File: src/rtl/drs_pkg.sv
package drs_pkg;
  typedef enum logic [1:0] {ST_IDLE, ST_FINE, ST_COARSE, ST_SCALE} drs_state_e;
  typedef enum logic [1:0] {POL_AUTO, POL_FINE, POL_COARSE} drs_policy_e;

  function automatic drs_policy_e decode_policy(input logic force_coarse, input logic force_fine);
    if (force_fine)        return POL_FINE;
    else if (force_coarse) return POL_COARSE;
    else                   return POL_AUTO;
  endfunction
endpackage

File: src/rtl/drs_limits.sv
module drs_limits #(
  parameter int DATA_W = 16,
  parameter int SHIFT_W = 3,
  parameter logic [DATA_W-1:0] HYST_FINE_TOP = 16'hFFF8,
  parameter logic [DATA_W-1:0] HYST_COARSE_TOP = 16'hF000
) (
  input  logic               xover_en,
  input  logic [SHIFT_W-1:0] shift,
  input  logic [DATA_W-1:0]  reg_fine_max,
  input  logic [DATA_W-1:0]  reg_coarse_min,
  output logic [DATA_W-1:0]  fine_max,
  output logic [DATA_W-1:0]  coarse_min
);
  localparam int NUM_SHIFTS = 1 << SHIFT_W;

  logic [DATA_W-1:0] hyst_fine [NUM_SHIFTS];
  logic [DATA_W-1:0] hyst_coarse [NUM_SHIFTS];

  // Hysteresis limits scale with the fine shift count.
  for (genvar i = 0; i < NUM_SHIFTS; i++) begin : g_tbl
    assign hyst_fine[i]   = HYST_FINE_TOP >> i;
    assign hyst_coarse[i] = HYST_COARSE_TOP >> i;
  end

  always_comb begin
    if (xover_en) begin
      fine_max   = reg_fine_max;
      coarse_min = reg_coarse_min;
    end else begin
      fine_max   = hyst_fine[shift];
      coarse_min = hyst_coarse[shift];
    end
  end
endmodule

File: src/rtl/drs_scaler.sv
module drs_scaler #(
  parameter int DATA_W = 16,
  parameter int SHIFT_W = 3,
  parameter int GAIN_W = 16,
  parameter int GAIN_FRAC = 8
) (
  input  logic [DATA_W-1:0]  raw,
  input  logic [SHIFT_W-1:0] shift,
  input  logic [GAIN_W-1:0]  gain,
  input  logic [DATA_W-1:0]  offset,
  output logic [DATA_W-1:0]  scaled
);
  localparam int PROD_W = DATA_W + GAIN_W;
  localparam int SUM_W  = PROD_W + 2;

  logic [PROD_W-1:0]       prod;
  logic [PROD_W-1:0]       prod_sh;
  logic signed [SUM_W-1:0] sum;

  always_comb begin
    prod    = PROD_W'(raw >> shift) * PROD_W'(gain);
    prod_sh = prod >> GAIN_FRAC;
    sum     = $signed({2'b00, prod_sh}) +
              $signed({{(SUM_W-DATA_W){offset[DATA_W-1]}}, offset});
    if (sum[SUM_W-1])
      scaled = '0;
    else if (|sum[SUM_W-2:DATA_W])
      scaled = '1;
    else
      scaled = sum[DATA_W-1:0];
  end
endmodule

File: src/rtl/dual_range_seq.sv
module dual_range_seq
  import drs_pkg::*;
#(
  parameter int DATA_W = 16,
  parameter int SHIFT_W = 3,
  parameter int GAIN_W = 16,
  parameter int GAIN_FRAC = 8,
  parameter logic [DATA_W-1:0] HYST_FINE_TOP = 16'hFFF8,
  parameter logic [DATA_W-1:0] HYST_COARSE_TOP = 16'hF000
) (
  input  logic               clk,
  input  logic               rst,
  input  logic               start,
  input  logic               cfg_xover_en,
  input  logic               cfg_force_coarse,
  input  logic               cfg_force_fine,
  input  logic [SHIFT_W-1:0] cfg_fine_shift,
  input  logic [SHIFT_W-1:0] cfg_coarse_shift,
  input  logic [DATA_W-1:0]  cfg_fine_max,
  input  logic [DATA_W-1:0]  cfg_coarse_min,
  input  logic [GAIN_W-1:0]  cfg_fine_gain,
  input  logic [DATA_W-1:0]  cfg_fine_offset,
  input  logic [GAIN_W-1:0]  cfg_coarse_gain,
  input  logic [DATA_W-1:0]  cfg_coarse_offset,
  output logic               conv_req,
  output logic               conv_coarse,
  input  logic               conv_done,
  input  logic [DATA_W-1:0]  conv_data,
  output logic [DATA_W-1:0]  result_data,
  output logic               result_coarse,
  output logic               result_valid
);
  drs_state_e        state;
  drs_policy_e       pol_q;
  drs_policy_e       pol_in;
  logic [DATA_W-1:0] raw_q;
  logic              coarse_q;
  logic [DATA_W-1:0] fine_max;
  logic [DATA_W-1:0] coarse_min;
  logic [DATA_W-1:0] scaled;
  logic [SHIFT_W-1:0] sel_shift;
  logic [GAIN_W-1:0]  sel_gain;
  logic [DATA_W-1:0]  sel_offset;

  assign pol_in = decode_policy(cfg_force_coarse, cfg_force_fine);

  drs_limits #(
    .DATA_W(DATA_W), .SHIFT_W(SHIFT_W),
    .HYST_FINE_TOP(HYST_FINE_TOP), .HYST_COARSE_TOP(HYST_COARSE_TOP)
  ) u_limits (
    .xover_en(cfg_xover_en), .shift(cfg_fine_shift),
    .reg_fine_max(cfg_fine_max), .reg_coarse_min(cfg_coarse_min),
    .fine_max(fine_max), .coarse_min(coarse_min)
  );

  always_comb begin
    sel_shift  = coarse_q ? cfg_coarse_shift  : cfg_fine_shift;
    sel_gain   = coarse_q ? cfg_coarse_gain   : cfg_fine_gain;
    sel_offset = coarse_q ? cfg_coarse_offset : cfg_fine_offset;
  end

  drs_scaler #(
    .DATA_W(DATA_W), .SHIFT_W(SHIFT_W), .GAIN_W(GAIN_W), .GAIN_FRAC(GAIN_FRAC)
  ) u_scaler (
    .raw(raw_q), .shift(sel_shift), .gain(sel_gain),
    .offset(sel_offset), .scaled(scaled)
  );

  assign conv_req    = (state == ST_FINE) || (state == ST_COARSE);
  assign conv_coarse = (state == ST_COARSE);

  always_ff @(posedge clk) begin
    if (rst) begin
      state         <= ST_IDLE;
      pol_q         <= POL_AUTO;
      raw_q         <= '0;
      coarse_q      <= 1'b0;
      result_data   <= '0;
      result_coarse <= 1'b0;
      result_valid  <= 1'b0;
    end else begin
      result_valid <= 1'b0;
      unique case (state)
        ST_IDLE: if (start) begin
          pol_q <= pol_in;
          state <= (pol_in == POL_COARSE) ? ST_COARSE : ST_FINE;
        end
        ST_FINE: if (conv_done) begin
          if (pol_q == POL_AUTO && conv_data > fine_max) begin
            state <= ST_COARSE;
          end else begin
            raw_q    <= conv_data;
            coarse_q <= 1'b0;
            state    <= ST_SCALE;
          end
        end
        ST_COARSE: if (conv_done) begin
          raw_q    <= (pol_q == POL_AUTO && conv_data < coarse_min) ? coarse_min : conv_data;
          coarse_q <= 1'b1;
          state    <= ST_SCALE;
        end
        ST_SCALE: begin
          result_data   <= scaled;
          result_coarse <= coarse_q;
          result_valid  <= 1'b1;
          state         <= ST_IDLE;
        end
        default: state <= ST_IDLE;
      endcase
    end
  end

  // request held, range stable, until completion
  p_req_hold_r11: assert property (@(posedge clk) disable iff (rst)
    conv_req && !conv_done |=> conv_req && $stable(conv_coarse));

  // a slice not forced coarse opens with a fine request
  p_fine_first_r1: assert property (@(posedge clk) disable iff (rst)
    state == ST_IDLE && start && pol_in != POL_COARSE |=> conv_req && !conv_coarse);

  // an oversized fine sample in autorange moves to a coarse request
  p_overrange_r2: assert property (@(posedge clk) disable iff (rst)
    state == ST_FINE && conv_done && pol_q == POL_AUTO && conv_data > fine_max
    |=> conv_req && conv_coarse);

  // strobe lasts a single cycle
  p_valid_pulse_r8: assert property (@(posedge clk) disable iff (rst)
    result_valid |=> !result_valid);

  // outputs hold outside the update cycle
  p_hold_r8: assert property (@(posedge clk) disable iff (rst)
    !result_valid |-> $stable(result_data) && $stable(result_coarse));

  // start mid-slice does not restart the fine request
  p_start_ignored_r9: assert property (@(posedge clk) disable iff (rst)
    state == ST_COARSE && start && !conv_done |=> state == ST_COARSE);
endmodule

File: config.mk
export PLATFORM = sky130hd
export DESIGN_NAME = dual_range_seq
export DESIGN_NICKNAME = d
export VERILOG_FILES = /design/src/rtl/drs_pkg.sv /design/src/rtl/drs_limits.sv /design/src/rtl/drs_scaler.sv /design/src/rtl/dual_range_seq.sv
export SDC_FILE = /design/constraint.sdc
export NUM_CORES = 1
export LEC_CHECK = 0
export ABC_AREA = 1
export BUFFER_PORTS_ARGS = -buffer_cell sky130_fd_sc_hd__clkbuf_2
export CAP_MARGIN = 20
export CORE_ASPECT_RATIO = 0.6
export CORE_UTILIZATION = 57
export DETAILED_ROUTE_END_ITERATION = 7
export PLACE_DENSITY = 0.8
export SYNTH_ARGS = -nofsm -noshare
export SYNTH_HDL_FRONTEND = slang
export SYNTH_HIERARCHICAL = 1
export SYNTH_SLANG_ARGS = --single-unit
File: constraint.sdc
create_clock -name clk -period 8.7 [get_ports clk]
set_input_delay 0.87 -clock clk [delete_from_list [all_inputs] [get_ports clk]]
set_output_delay 0.87 -clock clk [all_outputs]
set_load 0.02 [all_outputs]
Word level (Yosys, flattened, before mapping)
Memories as Yosys holds them, arrays and structs flattened.
Index checks and enable logic that the tools add are counted.
{"block": "word_totals", "regBits": 39, "mem_bits_ro": 256, "output_inout_bits": 20, "wordCells": 63, "memories": 2}
{"name": "(no name shown)", "depth": 8, "word_bits": 16, "rd": 1, "rd_ports_with_merged_regs": 0, "write_ports": 0, "line_no": "drs_limits.sv:30", "source": "fine_max = hyst_fine[shift];"}
{"name": "(no name shown)", "depth": 8, "word_bits": 16, "rd": 1, "rd_ports_with_merged_regs": 0, "write_ports": 0, "line_no": "drs_limits.sv:31", "source": "coarse_min = hyst_coarse[shift];"}
{"block": "classes", "addsub": 1, "multipliers": 1, "order_cmp": 3, "eq_ne": 8, "n_shift": 1, "n_mux": 29, "bitwise_logic": 1, "n_reduce_logical": 10}
{"cell": "2-to-1 mux 16 bit", "n": 14}
{"cell": "multiplier 32 x 16 -> 32 bit", "n": 1}
{"cell": "one-hot mux 16 bit (2 select lines)", "n": 1}
{"cell": ">> shifter 16 x 3 -> 32 bit", "n": 1}
{"cell": "adder 25 x 16 -> 26 bit", "n": 1}
{"cell": "OR reduction 17 bit", "n": 1}
{"cell": "greater-than comparator 16 bit", "n": 1}
{"cell": "less-than comparator 16 bit", "n": 1}
{"cell": "2-to-1 mux 2 bit", "n": 6}
{"cell": "one-hot mux 2 bit (4 select lines)", "n": 1}
{"cell": "== test 2 bit, second input constant", "n": 3}
{"cell": "inequality test 2 bit, second input constant", "n": 3}
{"cell": "2-to-1 mux 1 bit", "n": 5}
{"cell": ">= comparator 4 bit, second input constant", "n": 1}
{"cell": "zero test 2 bit", "n": 2}
{"cell": "inverter 3 -> 4 bit", "n": 1}
{"cell": "AND reduction 4 bit", "n": 1}
{"cell": "2-to-1 mux 3 bit", "n": 1}
{"cell": "AND reduction 3 bit", "n": 1}
{"cell": "== test 2 x 1 -> 1 bit, second input constant", "n": 1}
{"cell": "logical AND 1 bit", "n": 2}
{"cell": "inequality test 2 x 1 -> 1 bit, second input constant", "n": 1}
{"cell": "one-hot mux 1 bit (2 select lines)", "n": 1}
{"cell": "AND reduction 2 bit", "n": 1}
{"cell": "other kinds (2)", "n": 2}

Longest topological paths before layout
{"block": "logic_depth", "word_depth": 10, "ltp_mapped": 55}

Modules after synthesis
Netlist, hierarchy kept.
{"module": "drs_scaler", "instances": 1, "cells_each": 1684, "area_each_um2": 11476.0}
{"module": "dual_range_seq", "instances": 1, "cells_each": 438, "area_each_um2": 3194.3}
{"module": "drs_limits", "instances": 1, "cells_each": 83, "area_each_um2": 402.9}

Worst setup path before layout
Ideal clock, no wire load.
{"block": "synth_timing", "kind": "in2reg", "startpoint": "in cfg_coarse_shift[0]", "endpoint": "reg result_data[11]", "setup_ns": 0.116, "arrival_time_ns": 8.207, "t_required_ns": 8.584, "setup_slack_ns": 0.378, "cell_stages": 44, "cell_sequence": "mux2_2 > buf_6 > buf_6 > nand2_1 > nand2_1 > o21ai_0 > inv_1 > o21ai_2 > clkinv_1 > nand2_1 > fa_1 > fa_1 > fa_1 > fa_1 > inv_1 > fa_1 > inv_1 > fa_1 > [... 8 more ...] > nand3_1 > nand2_1 > ha_1 > nand2_2 > nor2_2 > nand2_1 > nand3b_2 > nand3_2 > nand2_2 > nand2_2 > nand2_4 > nor2_8 > buf_8 > nand4_1 > nand2_1 > inv_1 > nor2_1 > nor2_1"}
{"block": "synth_via", "elab_chain_len": 7}
{"item": "start: declaration", "line_no": "dual_range_seq.sv:18", "source": "input logic [SHIFT_W-1:0] cfg_coarse_shift,"}
{"item": "2-to-1 mux 3 bit (*)", "line_no": "dual_range_seq.sv:57", "source": "sel_shift = coarse_q ? cfg_coarse_shift : cfg_fine_shift;"}
{"item": ">> shifter 16 x 3 -> 32 bit (*)", "line_no": "drs_scaler.sv:21", "source": "prod = PROD_W'(raw >> shift) * PROD_W'(gain);"}
{"item": "multiplier 32 x 16 -> 32 bit (*)", "line_no": "drs_scaler.sv:21"}
{"item": "adder 25 x 16 -> 26 bit (*)", "line_no": "drs_scaler.sv:23", "source": "sum = $signed({2'b00, prod_sh}) +"}
{"item": "OR reduction 17 bit", "line_no": "drs_scaler.sv:27", "source": "else if (|sum[SUM_W-2:DATA_W])"}
{"item": "2-to-1 mux 16 bit", "line_no": "drs_scaler.sv:27"}
{"item": "2-to-1 mux 16 bit (*)", "line_no": "drs_scaler.sv:25", "source": "if (sum[SUM_W-1])"}
{"item": "net scaled[11]", "line_no": "dual_range_seq.sv:40", "source": "logic [DATA_W-1:0] scaled;"}
{"item": "end signal: assignment", "line_no": "dual_range_seq.sv:103", "source": "result_data <= scaled;"}
{"item": "end: declaration", "line_no": "dual_range_seq.sv:29", "source": "output logic [DATA_W-1:0] result_data,"}
The timed path passes the listed nets; every way through them passes the cells marked *.
A chain may end at the register's enable or synchronous reset.

Final worst setup path
{"block": "layout_timing", "startpoint": "in cfg_fine_shift[1]", "endpoint": "reg result_data[4]"}
{"block": "layout_via", "elab_chain_len": 7}
{"item": "start: declaration", "line_no": "dual_range_seq.sv:17", "source": "input logic [SHIFT_W-1:0] cfg_fine_shift,"}
{"item": "2-to-1 mux 3 bit (*)", "line_no": "dual_range_seq.sv:57"}
{"item": "net sel_shift[1]", "line_no": "dual_range_seq.sv:41", "source": "logic [SHIFT_W-1:0] sel_shift;"}
{"item": ">> shifter 16 x 3 -> 32 bit (*)", "line_no": "drs_scaler.sv:21"}
{"item": "multiplier 32 x 16 -> 32 bit (*)", "line_no": "drs_scaler.sv:21"}
{"item": "adder 25 x 16 -> 26 bit (*)", "line_no": "drs_scaler.sv:23"}
{"item": "OR reduction 17 bit", "line_no": "drs_scaler.sv:27"}
{"item": "2-to-1 mux 16 bit", "line_no": "drs_scaler.sv:27"}
{"item": "2-to-1 mux 16 bit (*)", "line_no": "drs_scaler.sv:25"}
{"item": "net scaled[4]", "line_no": "dual_range_seq.sv:40"}
Marks and branches as above.

==> impl_metrics.toml <==
[run_status]
outcome = "complete, no violations"

[floorplan]
start_util_pct = 58.8
placementRows = 45
ios = 145
die_w_um = 212
coreArea_um2 = 25600
fp.dieH_um = 128
dieArea_um2 = 27100

[synthesis]
ys_seq_area_share_pct = 5.18
synthCells = 2205
synth_edf_count = 0
yosysUniqueCellTypes = 55
async_flop_share_pct = 0
ys.flop_type = "dfxtp_1"
syn_area_um2 = 15100
synth.area.top_cells = "fa_1 (26%), ha_1 (14%), nand2_1 (13%)"
postSynthAreaPerCell_um2 = 6.84
synthTopCellsByCount = "nand2_1 (541), inv_1 (485), nor2_1 (243)"
netlist.area_leader.share_pct = 25.8
yosys_warnings = 6
synth_area_leader_cell = "fa_1"
synth_seq_cells = 39
yosysMostFrequentCell = "nand2_1"
synth_nets = 2690

[finish]
drive_gt1_share_pct = 30.8
area_growth_pct = 27.2
final_core_util_pct = 74.9
n_fill_cell = 1927
antenna_cells = 0
finalNetCount = 3008

[setup_path]
reg2regPathDepth = 43
critical_path_class = "in -> reg"
cp-end-kind = "flip-flop"
worstSetupStartpoint = "cfg_fine_shift[1]"
critPathArrivalTime_ns = 8.76
r2r-end = "result_data[4]"
rr_startpoint = "coarse_q"
cp_slowest_stage_delay_ns = 0.54
critPathMaxFanout = 17
rrSetupSlack_ns = 0.26
cp_slowest_cell = "fa_2"
crit_required_ns = 8.88
cp-start-kind = "input pin"

[placed_design]
dpl.hpwl_mm = 41.2
place.gp.congestion = 1.04
port_buffers = 144

[drt]
top_layer_used = "met4"
num_vias = 15700
via_per_inst = 5.46
drt_pre_antenna_iters = 5
initialDrtViolationCount = 1720
wire_per_inst_um = 17.7
drt_wl_total_mm = 50.9
ant_nets = 0
met3_length_mm = 6.49
routedLengthMet1_mm = 22.5
drc_errors = 0
met2_length_mm = 21.4

[sta]
finalMaxSlewViolations = 0
worst_pin_slew_ns = 0.710
finalCritPeriodShare_pct = 98.7
clock.fmax_mhz = 117
finClkSkew_ns = 0.00474
rsz0062_at_grt = "true"
setup_viol = 0
slew_headroom_pct = 52.7
period_needed_ns = 8.58
hold_viol_final = 0

[flow_run]
timing.max_cap.violations = 0

[clock_tree]
cts_made_buffers = 5
clk_pin_slew_ns = 0.06
cts_root_buf = "clkbuf_16"
htree_levels = 2
worst_skew_pair.late_latency_ns = 0.29
cts_buffer_depth = 2
clock_sinks = 39
ctsHoldBuffers = 0
cts_tree = "built"

[global_route]
grt-ovfl-total = 0
grt_max_degree = 28
antenna_found_initial = 0
grt_pass1_vias = 14500
grt_pass1_wl_mm = 75.7
grt.total_usage_pct = 36.1

[min_path]
hp-start = "result_coarse"
min_to = "result_coarse"
hold_depth = 2
min_path_type = "reg -> reg"
-- stage by stage --
step	setup slack (ns)	hold slack (ns)	cell area [um^2]	TNS, ns	instances
after global routing	-0.180	0.539	19200	-2.36	2876
after detailed placement	-0.490	0.485	17300	-7.40	2828
after floorplan	0.378	0.466	15100	0	2205
final	0.117	0.498	19200	0	2876
after CTS	0.00372	0.501	17600	0	2837
after global placement	-0.473	0.479	17300	-7.30	2828
-- worst max-delay path: cells and delay by family --
kind | cells | cell delay (ns)
adders and majority gates | 8 | 3.77
and+or+nand+nor | 16 | 1.69
buffers and inverters | 14 | 1.45
AOI/OAI and AO/OA | 5 | 0.58
muxes | 1 | 0.20
xor gates and xnor gates | 1 | 0.18
-- what timing repair did --
item | in CTS | in global routing
setup endpoints to repair | 16 | 16
pin swaps | 6 | 150
setup buffers | 0 | 38
resized for setup | 23 | 353
gates cloned | 1 | 4
-- state kept, by name, summed over array words and instances (netlist names) --
| signal | flops |
|---|---|
| coarse_q | 1 |
| result_valid | 1 |
| result_data | 16 |
| state | 2 |
| pol_q | 2 |
| result_coarse | 1 |
| raw_q | 16 |
-- layer usage --
| metal | global-route usage (%) | up-vias |
|---|---|---|
| met5 | 0 | - |
| met4 | 3.84 | 0 |
| met3 | 11.8 | 52 |
| met2 | 51.1 | 842 |
| met1 | 54.2 | 7512 |
| li1 | - | 7310 |
-- worst max path at each step --
| stage | endpoint | slack, ns |
|---|---|---|
| global route | result_data[10] | -0.18 |
| floorplan | result_data[11] | 0.38 |
| finish | result_data[4] | 0.12 |
| CTS | result_data[7] | 0.004 |
| detailed placement | result_data[13] | -0.49 |
| global placement | result_data[12] | -0.47 |
-- cells by family (layout without fill, tap and decap cells) --
group	after synthesis	count (layout)	synth area share [%]
simple gates	994	997	28.8
buf+inv	562	877	14.9
fa+ha+maj	360	360	39.5
compound gates	186	186	7.11
flops	39	39	5.18
mux	35	36	2.61
xor+xnor	29	29	1.81
-- cells in the final DEF, fill, tap and decap left out, types with 5 or more instances in the layout --
| cell type | n |
|---|---|
| fa_2 | 17 |
| nand2_4 | 25 |
| ha_2 | 5 |
| o21ai_4 | 8 |
| buf_4 | 191 |
| dfxtp_1 | 38 |
| nor2_2 | 26 |
| or2_2 | 6 |
| nor2_4 | 27 |
| a21oi_1 | 49 |
| clkbuf_2 | 142 |
| ha_4 | 23 |
| o21a_1 | 11 |
| buf_6 | 20 |
| ha_1 | 138 |
| nor2_1 | 211 |
| o21ai_1 | 12 |
| nand3_4 | 7 |
| xnor2_1 | 10 |
| o21ai_0 | 31 |
| inv_2 | 46 |
| mux2_2 | 35 |
| nor3_1 | 10 |
| nand3_1 | 67 |
| nand2_2 | 67 |
| clkbuf_16 | 5 |
| xor2_1 | 14 |
| nand4_1 | 28 |
| buf_12 | 5 |
| o21ai_2 | 13 |
| nand3_2 | 25 |
| a21oi_4 | 7 |
| a21oi_2 | 38 |
| nand2_1 | 483 |
| inv_1 | 445 |
| fa_1 | 177 |
-- cell type report --
cell class              count  area [um^2]  share of cell area, %
clock buffers               6          129                  0.672
clock inverters             2         60.1                  0.313
flip-flops and latches     39          782                   4.08
repair buffers            360         2500                   13.0
inverters                 508         1960                   10.2
well taps                 352          440                   2.30
multi-input cells        1608        13300                   69.3
repair inverters            1         8.76                 0.0457
Power is left out: the tool's default activity adds up to more than one toggle a clock period on the data nets, which glitch-free logic cannot reach.
